## src/rtl/uart_serial_engine.sv

```systemverilog
module uart_serial_engine #(
  parameter int PRE_W        = 4,
  parameter int DIV_W        = 10,
  parameter int BRK_W        = 16,
  parameter int OVS          = 13,
  parameter int TIMEOUT_BITS = 4
) (
  input  logic             clk,
  input  logic             rst_n,
  input  logic             cfg_we,
  input  logic [9:0]       cfg_wdata,
  output logic [9:0]       cfg_q,
  input  logic [19:0]      divisor,
  input  logic [BRK_W-1:0] break_cnt,
  input  logic             tx_valid,
  input  logic [7:0]       tx_data,
  output logic             tx_ready,
  output logic             rx_valid,
  output logic [7:0]       rx_data,
  output logic             rx_perr,
  output logic             rx_ferr,
  output logic             busy,
  output logic             brk_done,
  output logic             par_err_evt,
  output logic             frm_err_evt,
  output logic             rx_timeout,
  output logic             txd,
  input  logic             rxd,
  output logic             rts
);
  localparam int TW       = $clog2(OVS);
  localparam int TO_TICKS = TIMEOUT_BITS * OVS;
  localparam int TO_W     = $clog2(TO_TICKS + 1);
  localparam logic [TW-1:0] TC_LAST = TW'(OVS - 1);
  localparam logic [TW-1:0] TC_MID  = TW'(OVS / 2);

  typedef enum logic [1:0] {T_IDLE, T_FRAME, T_BREAK} tx_st_t;
  typedef enum logic {R_IDLE, R_FRAME} rx_st_t;

  logic [9:0] lcr;
  wire tx_en = lcr[0];
  wire rx_en = lcr[1];
  wire d8    = lcr[2];
  wire st2   = lcr[3];
  wire pen   = lcr[4];
  wire podd  = lcr[5];
  wire lb    = lcr[7];
  wire brk_q = lcr[9];

  wire [3:0] nd      = d8 ? 4'd8 : 4'd7;
  wire [7:0] dmask   = d8 ? 8'hFF : 8'h7F;
  wire [3:0] tx_last = nd + {3'd0, pen} + (st2 ? 4'd2 : 4'd1);
  wire [3:0] rx_stop = nd + {3'd0, pen} + 4'd1;

  // baud tick
  logic [PRE_W-1:0] pre_cnt;
  logic [DIV_W-1:0] div_cnt;
  wire [PRE_W-1:0] pre_lim = divisor[16 +: PRE_W];
  wire [DIV_W-1:0] div_lim = divisor[DIV_W-1:0];
  wire tick = (pre_cnt == pre_lim) && (div_cnt == div_lim);

  always_ff @(posedge clk or negedge rst_n) begin
    if (!rst_n) begin
      pre_cnt <= '0;
      div_cnt <= '0;
    end else if (pre_cnt == pre_lim) begin
      pre_cnt <= '0;
      div_cnt <= (div_cnt == div_lim) ? '0 : div_cnt + 1'b1;
    end else begin
      pre_cnt <= pre_cnt + 1'b1;
    end
  end

  // transmitter
  tx_st_t           tx_st;
  logic [3:0]       tx_idx;
  logic [TW-1:0]    tx_tc;
  logic [7:0]       tx_buf;
  logic [BRK_W-1:0] brk_left;
  logic             tx_line;

  wire brk_end = (tx_st == T_BREAK) && tick && (tx_tc == TC_LAST) && (brk_left == 1);
  wire [3:0] tx_sel = tx_idx - 4'd1;
  wire tx_par = ^(tx_buf & dmask) ^ podd;

  assign tx_ready = (tx_st == T_IDLE) && tx_en && !brk_q;

  always_comb begin
    tx_line = 1'b1;
    if (tx_st == T_BREAK) tx_line = 1'b0;
    else if (tx_st == T_FRAME) begin
      if (tx_idx == 4'd0)                tx_line = 1'b0;
      else if (tx_idx <= nd)             tx_line = tx_buf[tx_sel[2:0]];
      else if (pen && tx_idx == nd + 1)  tx_line = tx_par;
    end
  end

  always_ff @(posedge clk or negedge rst_n) begin
    if (!rst_n) begin
      tx_st    <= T_IDLE;
      tx_idx   <= '0;
      tx_tc    <= '0;
      tx_buf   <= '0;
      brk_left <= '0;
      brk_done <= 1'b0;
    end else begin
      brk_done <= brk_end;
      case (tx_st)
        T_IDLE:
          if (brk_q) begin
            tx_st    <= T_BREAK;
            tx_tc    <= '0;
            brk_left <= (break_cnt == '0) ? BRK_W'(1) : break_cnt;
          end else if (tx_valid && tx_ready) begin
            tx_st  <= T_FRAME;
            tx_buf <= tx_data;
            tx_idx <= '0;
            tx_tc  <= '0;
          end
        T_FRAME:
          if (tick) begin
            if (tx_tc == TC_LAST) begin
              tx_tc <= '0;
              if (tx_idx == tx_last) tx_st <= T_IDLE;
              else tx_idx <= tx_idx + 4'd1;
            end else tx_tc <= tx_tc + 1'b1;
          end
        default:
          if (tick) begin
            if (tx_tc == TC_LAST) begin
              tx_tc <= '0;
              if (brk_left == 1) tx_st <= T_IDLE;
              else brk_left <= brk_left - 1'b1;
            end else tx_tc <= tx_tc + 1'b1;
          end
      endcase
    end
  end

  always_ff @(posedge clk or negedge rst_n) begin
    if (!rst_n) lcr <= '0;
    else begin
      if (cfg_we) lcr <= cfg_wdata;
      if (brk_end) lcr[9] <= 1'b0;
    end
  end

  assign cfg_q = lcr;
  assign rts   = lcr[6];
  assign txd   = lb ? 1'b1 : tx_line;

  // receiver
  wire rx_src = lb ? tx_line : rxd;
  logic rs1, rs2, rs_prev;
  rx_st_t        rx_st;
  logic [3:0]    rx_idx;
  logic [TW-1:0] rx_tc;
  logic [7:0]    rx_sh;
  logic          rx_pbit;
  logic          to_armed;
  logic [TO_W-1:0] to_cnt;

  wire fall = rs_prev && !rs2;
  wire [3:0] rx_sel = rx_idx - 4'd1;
  wire [7:0] rx_word = rx_sh & dmask;

  always_ff @(posedge clk or negedge rst_n) begin
    if (!rst_n) begin
      rs1 <= 1'b1; rs2 <= 1'b1; rs_prev <= 1'b1;
      rx_st <= R_IDLE; rx_idx <= '0; rx_tc <= '0;
      rx_sh <= '0; rx_pbit <= 1'b0;
      rx_valid <= 1'b0; rx_data <= '0; rx_perr <= 1'b0; rx_ferr <= 1'b0;
      to_armed <= 1'b0; to_cnt <= '0; rx_timeout <= 1'b0;
    end else begin
      rs1 <= rx_src; rs2 <= rs1; rs_prev <= rs2;
      rx_valid   <= 1'b0;
      rx_timeout <= 1'b0;
      if (rx_st == R_IDLE) begin
        if (fall && rx_en) begin
          rx_st <= R_FRAME; rx_idx <= '0; rx_tc <= '0; to_armed <= 1'b0;
        end else if (to_armed && tick) begin
          if (to_cnt == TO_W'(TO_TICKS - 1)) begin
            rx_timeout <= 1'b1;
            to_armed   <= 1'b0;
          end else to_cnt <= to_cnt + 1'b1;
        end
      end else if (tick) begin
        rx_tc <= (rx_tc == TC_LAST) ? '0 : rx_tc + 1'b1;
        if (rx_tc == TC_LAST) rx_idx <= rx_idx + 4'd1;
        if (rx_tc == TC_MID) begin
          if (rx_idx == 4'd0) begin
            if (rs2) rx_st <= R_IDLE;
          end else if (rx_idx <= nd) begin
            rx_sh[rx_sel[2:0]] <= rs2;
          end else if (rx_idx < rx_stop) begin
            rx_pbit <= rs2;
          end else begin
            rx_st    <= R_IDLE;
            rx_valid <= 1'b1;
            rx_data  <= rx_word;
            rx_perr  <= pen && (rx_pbit != (^rx_word ^ podd));
            rx_ferr  <= !rs2;
            to_armed <= 1'b1;
            to_cnt   <= '0;
          end
        end
      end
    end
  end

  assign par_err_evt = rx_valid && rx_perr;
  assign frm_err_evt = rx_valid && rx_ferr;
  assign busy = (tx_st != T_IDLE) || (rx_st != R_IDLE);
endmodule


```

## config.mk

```make
export PLATFORM = sky130hd
export DESIGN_NAME = uart_serial_engine
export DESIGN_NICKNAME = d
export VERILOG_FILES = /design/src/rtl/uart_serial_engine.sv
export SDC_FILE = /design/constraint.sdc
export NUM_CORES = 1
export LEC_CHECK = 0
export BUFFER_PORTS_ARGS = -buffer_cell sky130_fd_sc_hd__clkbuf_2
export CAP_MARGIN = 5
export CORE_MARGIN = 10
export CORE_UTILIZATION = 52
export DETAILED_ROUTE_END_ITERATION = 10
export HOLD_SLACK_MARGIN = 0.02
export PLACE_DENSITY = 0.77
export SYNTH_ARGS = -nofsm -noshare
export SYNTH_HDL_FRONTEND = slang
export SYNTH_SLANG_ARGS = --single-unit
```

## constraint.sdc

```tcl
create_clock -name clk -period 2.6 [get_ports clk]
set_clock_uncertainty 0.15 [all_clocks]
set_input_delay 0.52 -clock clk [delete_from_list [all_inputs] [get_ports clk]]
set_output_delay 0.52 -clock clk [all_outputs]
set_load 0.01 [all_outputs]
```

# After elaboration in Yosys (flattened, before gate mapping)
# Index checks and enable logic that the tools add are counted.
[totals]
register_bits = 99
out_inout_bits = 29
[classes]
add_sub_neg = 14
order_cmp = 6
n_eq_ne = 29
mux = 87
bitwise_logic = 9
n_reduce_logical = 46
[op_table]
columns = ["op", "count"]
rows = [
  ["two-way mux 16 bit", 5],
  ["two-way mux 4 bit", 18],
  ["two-way mux 6 bit", 9],
  ["two-way mux 1 bit", 37],
  ["one-hot mux 16 bit (2 select lines)", 1],
  ["adder 4 x 1 -> 4 bit, second input constant", 6],
  ["inequality test 2 bit, second input constant", 11],
  ["two-way mux 10 bit", 2],
  ["two-way mux 2 bit", 9],
  ["AND reduction 6 bit", 3],
  ["AND 8 bit", 2],
  ["equality test 16 x 1 -> 1 bit, second input constant", 1],
  ["logical NOT 16 bit", 1],
  ["XOR reduction 8 bit", 2],
  ["subtractor 16 x 1 -> 16 bit, second input constant", 1],
  ["logical AND 1 bit", 15],
  ["AND reduction 7 bit", 2],
  ["nonzero test 2 bit", 7],
  ["adder 10 x 1 -> 10 bit, second input constant", 1],
  ["equality test 10 bit", 1],
  ["inequality test 2 x 1 -> 1 bit, second input constant", 5],
  ["AND reduction 5 bit", 2],
  ["nonzero test 3 bit", 3],
  ["bitwise mux 8 bit", 1],
  ["other kinds (32)", 46],
]

# Longest topological paths before layout
# Gate-level depths: netlist of the first run.
[logic_depth]
ltp_word = 10
ltp_mapped = 11

# Least setup slack after synthesis of the first run
# Ideal clock, no wire load.
[synth_path]
kind = "reg2out"
startpoint = "register tx_idx[0]"
endpoint = "output txd"
arrival_ns = 2.147
required_time_ns = 1.930
slack_ns = -0.217
path_stages_with_launch = 9
path_buffers = 1
path_cell_list = "dfrtp_1 clkbuf_1 inv_1 ha_1 mux4_2 mux2_2 o221ai_1 a21oi_1 or3_1"
[synth_via]
elab_chain_len = 8
elab_cells_between_ends = 13
classes_between = "1 x add/sub; 1 x order compare; 1 x eq/ne; 8 x mux; 2 x reduce/logical"
[synth_rtl]
columns = ["item", "line", "source"]
rows = [
  ["from (decl)", "76", "logic [3:0] tx_idx;"],
  ["from (signal assigned)", "125", "else tx_idx <= tx_idx + 4'd1;"],
  ["subtractor 3 x 1 -> 3 bit or equality test 4 x 5 -> 1 bit (tied branches)", "83, 94", ""],
  ["binary-select mux 1 bit (select 3 bit) or logical AND 1 bit (tied branches)", "93, 94", ""],
  ["two-way mux 1 bit, on equally long branches", "93, 94", ""],
  ["two-way mux 1 bit", "93", "else if (tx_idx <= nd) tx_line = tx_buf[tx_sel[2:0]];"],
  ["two-way mux 1 bit *", "92", "if (tx_idx == 4'd0) tx_line = 1'b0;"],
  ["two-way mux 1 bit *", "91", "else if (tx_st == T_FRAME) begin"],
  ["two-way mux 1 bit *", "90", "if (tx_st == T_BREAK) tx_line = 1'b0;"],
  ["two-way mux 1 bit *", "150", "assign txd = lb ? 1'b1 : tx_line;"],
  ["to (decl)", "27", "output logic txd,"],
]
# Mark *: on every way between the ends. The rest lies on a longest branch, timed or not. The select of a mux whose other input is x is not followed.

# Worst setup path after layout of the first run
[layout_path]
startpoint = "register tx_idx[1]"
endpoint = "output txd"
# The elaborated chain is that of the path after synthesis.

==> impl_metrics.ini, run 1 <==
[run_status]
status = complete, but fails checks
violations = setup timing

[global_routing]
grt_pass1_wl_um = 23010
grt_use_total_pct = 17.19
use_met2_pct = 29.22
grt_pass1_vias = 4895
grt_max_degree = 43
use_met3_pct = 5.746
grt_overflow = 0
antenna_found_initial = 0
groute.layer.met1.usage_pct = 20.62
grt-busiest-layer = met2

[route]
via_count = 4923
drtAntennaViolNets = 0
first_iter_violations = 340
detail_route.first_pass.iterations = 4
viasPerCell = 5.665
wl_um = 13830
wl_per_cell_um = 15.91
route.detailed.drc = 0

[power_and_ir_drop]
power_leakage_nw = 3.273
ir_drop_mv = 0.5057
finalPower_w = 0.004927
power_density_nw_per_um2 = 696.2

[floorplanning]
die_w_um = 125.6
dieArea_um2 = 15770
dieHeight_um = 125.6
io_pins = 88
coreArea_um2 = 10890
rows = 38
start_util_pct = 53.23

[logic_synthesis]
synth_cells = 610
muxShareOfSynthArea_pct = 4.210
synth_compound_area_share_pct = 13.69
yosysSeqAreaShare_pct = 42.81
synthTopCellsByArea = dfrtp_1 41%, ha_1 5.8%, xnor2_1 5.4%
synth_edf_count = 0
avgSynthCellArea_um2 = 9.501
synthSimpleGateAreaFrac_pct = 20.75
synth_top_area_cell = dfrtp_1
ys_ff_latch = 99
yosys.area.top_type_share_pct = 41.45
synth_most_common_cell = dfrtp_1
ys.flop_type = dfrtp_1
synth_xor_area_share_pct = 8.614
async_reset_ff_share_pct = 100.0
ys.warnings.count = 0
syn-cell-area_um2 = 5796
synth_fa_ha_area_share_pct = 6.174
yosys-top-cells-count = 96 x dfrtp_1, 82 x nand2_1, 47 x o21ai_0
synth_top_family_by_area = simple AND/OR/NAND/NOR gates
ys_types = 67
syn_nets = 697

[timing]
slew_headroom_pct = 60.69
max_freq_mhz = 324.0
setup_violations = 1
tightest_slew_ps = 589.7
setup_ws_ps = -486.8
finalCritPeriodShare_pct = 118.7
hold_viol = 0
finalMaxSlewViolations = 0
min_period_ps = 3087
rsz0062_at_grt = true

[place]
pre_cts_slack_ps = -94.11
io_buffers = 81
hpwl_um = 10280
placed_area_um2 = 6641
gp_congestion = 0.9113
dp.cells = 849

[setup_path]
worstPathMaxFanout = 5
required_ps = 1930
r2r-start = rx_idx[1]$_DFFE_PN0P_
critPathLaunchType = register
crit_arrival_ps = 2420
r2r-end = rx_sh[6]$_DFFE_PN0P_
critPathKind = reg2out
critPathCaptureType = output pin
regToRegSetupSlack_ps = 110
ff2ff_path_depth = 7

[final_layout]
syn2layout_area_growth_pct = 22.11
n_antenna_cell = 0
ff_latch_area_um2 = 2485
fin_area_um2 = 7077
nFillCells = 865
fin_cells = 869
final_layout_size_suffix_gt1_share_pct = 27.30
multi_input_area_um2 = 3232
nets = 811

[clock_tree]
clk_path_buf_depth = 2
cts_tree = built
clockRootBuffer = clkbuf_8
clkTransAtPathRegs_ps = 100
cts-buffers-inserted = 9
worst_skew_pair.late_latency_ps = 380
cts_htree_levels = 3
cts_sinks = 99

[worst_hold_path]
min-delay-start = tx_data[0]
hold_depth = 3
min_to = tx_buf[0]$_DFFE_PN0P_
min-delay-path-class = in2reg

[run]
drv_cap = 0
==> worst max-delay path by stage <==
| stage | slack, ps | from | depth (start not counted) | to |
|---|---|---|---|---|
| floorplan | -10 | tx_idx[0]$_DFFE_PN0P_ | 8 | txd |
| global placement | -60 | tx_idx[0]$_DFFE_PN0P_ | 8 | txd |
| detailed placement | -90 | cfg_q[2]$_DFFE_PN0P_ | 7 | rx_sh[7]$_DFFE_PN0P_ |
| CTS | -480 | tx_idx[0]$_DFFE_PN0P_ | 7 | txd |
| global route | -590 | tx_idx[1]$_DFFE_PN0P_ | 9 | txd |
| finish | -490 | tx_idx[1]$_DFFE_PN0P_ | 9 | txd |
==> registers in the layout, indices dropped and copies added (netlist names), 2 cells and up <==
signal / count
tx_tc: 4
cfg_q: 10
brk_left: 16
rx_idx: 4
rx_tc: 4
pre_cnt: 4
div_cnt: 10
rx_data: 8
tx_idx: 4
to_cnt: 6
tx_buf: 8
rx_sh: 8
tx_st: 2
==> critical path: stages, from the launching register on <==
cell      delay (ps)
dfrtp_1          400
buf_6            140
ha_1             280
nor2b_1          130
o211ai_1         250
a21oi_2          110
o221ai_4         180
a21oi_2           70
or3_4            360
clkbuf_2         130
==> layout by cell type (no fill, tap or decap), types with 5 or more instances in the layout <==
cell      instances
clkbuf_8          9
inv_1            23
or3_1             7
dfrtp_1          93
nor4_2            5
o31ai_1           9
xnor2_1          35
nor3_1           10
nand4_1           9
nand3_1          28
nand2_1          82
and2_1            5
and3_1           10
nor4_1            8
ha_1             26
buf_4            43
mux2_2           11
o21ai_0          47
a21oi_1          27
a22o_1            5
clkbuf_2         80
nor2_1           37
xor2_1           10
==> through the flow <==
step / TNS [ps] / hold WS (ps) / utilization, %
finish: -486.8 / 172.1 / 65.00
floorplan: -14.45 / 74.41 / -
CTS: -476.2 / 156.2 / 63.84
global placement: -59.85 / 199.6 / 61.00
detailed placement: -388.5 / 203.9 / 61.00
global route: -607.2 / 172.6 / 65.00
==> cell type report <==
type | instances | area share, %
Tap cell | 140 | 2.475
Multi-Input combinational cell | 460 | 45.67
Clock inverter | 5 | 1.803
Timing Repair Buffer | 129 | 11.72
Sequential cell | 99 | 35.11
Clock buffer | 11 | 1.856
Inverter | 25 | 1.361
==> report_power, final <==
group | internal, W | switching (W) | leakage, nW
clock network | 0.000737 | 0.000545 | 0.124
logic | 0.000714 | 0.000730 | 1.89
registers | 0.00184 | 0.000364 | 1.26
==> cells by family after synthesis <==
logic type | Yosys count
AOI/OAI and AO/OA | 128
xor gates and xnor gates | 51
adders and majority gates | 28
buffers and inverters | 51
DFF | 99
muxes | 20
and+or+nand+nor | 233
==> routing by layer <==
metal	up-vias	wire length, um
met5	-	0
met4	0	101
met3	11	848
met2	138	6984
met1	2379	5891
li1	2395	-
==> timing repair <==
action | in CTS | in global routing
pin swaps | 1 | 6
resized for setup | 10 | 17
hold buffers | 1 | 0
buffers inserted | 0 | 2
hold endpoints to repair | 38 | 0
setup endpoints to repair | 10 | 25
cloned | 0 | 1
Power figures use the tool's default switching activity.
==> run 2, diff against run 1 <==
CORE_UTILIZATION = 35   (was 52)
PLACE_DENSITY = not set   (was 0.77)
clock period = 3.7 ns   (was 2.6 ns; I/O delays follow)
==> run 2 against run 1 <==
Effect of this change:
- cell count rose by 4.1%
- global-route usage fell by 4.1 points
- critical path type unchanged
- final area fell by 5.0%
- sequential cell count did not move
- critical endpoint unchanged
- hold slack improved by 32 ps
- the flow now finishes without violations
==> impl_metrics.ini, run 2 (synthesized netlist as in run 1, its figures left out) <==
[clock_tree]
worst_skew_pair.late_latency_ps = 360
cts_tree = built
cts_sinks = 99
post_cts_buffers = 0
clk_path_buf_depth = 2
cts_htree_levels = 3
clockRootBuffer = clkbuf_16
cts-buffers-inserted = 9
hold_buffers = 0
clkTransAtPathRegs_ps = 70

[floorplanning]
coreArea_um2 = 16060
dieHeight_um = 148.7
start_util_pct = 36.09
rows = 46
io_pins = 88
dieArea_um2 = 22110
die_w_um = 148.7

[place]
pre_cts_slack_ps = 469.7
gp_congestion = 0.8955
hpwl_um = 10660
io_buffers = 81

[setup_path]
critPathKind = reg2out
critPathLaunchType = register
cp_slowest_cell = dfrtp_1
path_delay_family = multiplexers
worstPathCellList = inv_1, ha_1, mux4_2, mux2_2, o221ai_1, a21oi_1, or3_1, clkbuf_2
required_ps = 2810
critPathCaptureType = output pin
worstPathMaxFanout = 6
crit_buf_inv = 2
crit_path_max_incr_delay_ps = 450
crit_arrival_ps = 2620

[final_layout]
largest_reg_flops = 16
regMostFlops = brk_left
layout.cells.most_common = dfrtp_1
syn2layout_area_growth_pct = 16.02
ff_latch_area_um2 = 2482
multi_input_area_um2 = 3097
final_layout_size_suffix_gt1_share_pct = 20.46
n_antenna_cell = 0
nFillCells = 1573
final_core_util_pct = 41.87
final_cell_mix = 95 x dfrtp_1, 82 x nand2_1, 80 x clkbuf_2, 47 x o21ai_0, 39 x nor2_1
nets = 771

[global_routing]
grt_max_degree = 54
grt_pass1_wl_um = 23830
grt_use_total_pct = 13.04
antenna_found_initial = 0
grt_pass1_vias = 4841
grt_overflow = 0

[timing]
setup_ws_ps = 189.0
fin_setup_tns_ps = 0
slew_headroom_pct = 23.05
max_freq_mhz = 284.8
rsz0062_at_grt = false
hold_viol = 0
min_period_ps = 3511
finalCritPeriodShare_pct = 94.89
tightest_slew_ps = 1154
finalMaxSlewViolations = 0
setup_violations = 0

[route]
wl_per_cell_um = 15.84
viasPerCell = 5.282
drtAntennaViolNets = 0
route.detailed.drc = 0
first_iter_violations = 399
detail_route.first_pass.iterations = 5
via_count = 4780
wl_um = 14340

[power_and_ir_drop]
power_density_nw_per_um2 = 508.8
ir_drop_mv = 0.2618
power_leakage_nw = 3.073

[worst_hold_path]
min-delay-path-class = reg2reg

[run]
drv_cap = 0

[run_status]
status = finished clean
==> run 2: cell count changes in the layout (fill, tap and decap cells not counted), moves of 3 or more <==
cell	change
nor4_2	-3
buf_12	-3
a21oi_1	+4
clkbuf_16	+8
nor4_1	+3
a21oi_2	-3
buf_4	-34
bufinv_16	-3
clkbuf_8	-7
==> run 2: through the flow <==
| stage | hold WS (ps) | instance area, um^2 | power [W] | instances |
|---|---|---|---|---|
| final | 203.9 | 6724 | 0.003421 | 905 |
| after global routing | 207.7 | 6724 | 0.003648 | 905 |
| after CTS | 206.9 | 6723 | 0.003460 | 905 |
| after detailed placement | 197.9 | 6410 | 0.002453 | 889 |
| after global placement | 198.9 | 6410 | 0.002418 | 889 |
| after floorplan | 195.2 | 5796 | 0.002190 | 610 |
==> run 2: final cells by class <==
cell class                      count  share of cell area (%)
Sequential cell                    99                   36.92
Clock inverter                      5                  0.8932
Tap cell                          216                   4.019
Inverter                           25                   1.396
Multi-Input combinational cell    460                   46.06
Clock buffer                       11                   3.759
Timing Repair Buffer               89                   6.959
==> run 2: repair_timing <==
action / in CTS / in global routing
resized for setup: 0 / 1
endpoints found under the setup margin: 0 / 1
endpoints found under the hold margin: 0 / 0
==> run 2: worst paths after layout <==
| path | start | slack (ps) | cells past startpoint | to |
|---|---|---|---|---|
| setup / recovery | tx_idx[1]$_DFFE_PN0P_ | 190 | 8 | txd |
| hold / removal | rs1$_DFF_PN1_ | 200 | 0 | rs2$_DFF_PN1_ |
| setup reg to reg | brk_left[5]$_DFFE_PN0P_ | 710 | 6 | brk_left[14]$_DFFE_PN0P_ |
| hold reg to reg | rs1$_DFF_PN1_ | 200 | 0 | rs2$_DFF_PN1_ |
| max in group asynchronous | rst_n | 2400 | 2 | rx_tc[0]$_DFFE_PN0P_ |
| min in group asynchronous | rst_n | 280 | 1 | to_cnt[3]$_DFFE_PN0P_ |
==> run 2: worst reg2reg max path: stages, from the launching register on <==
cell and delay, ps:
dfrtp_1 450, nor4_1 530, nand4_1 240, and2_1 250
a32oi_1 870, o21ai_0 270, o21ai_1 150
==> run 2: routing by layer <==
metal | global-route usage (%) | share of wire, %
met4 | 5.451 | 2.5
met1 | 16.26 | 45
met2 | 21.16 | 47
met3 | 3.004 | 5.9
met5 | 0 | 0
==> run 2: power breakdown <==
part	switching (W)	internal (W)
Combinational	0.000460	0.000417
Sequential	0.000261	0.00129
Clock	0.000430	0.000564
Total	0.00115	0.00227
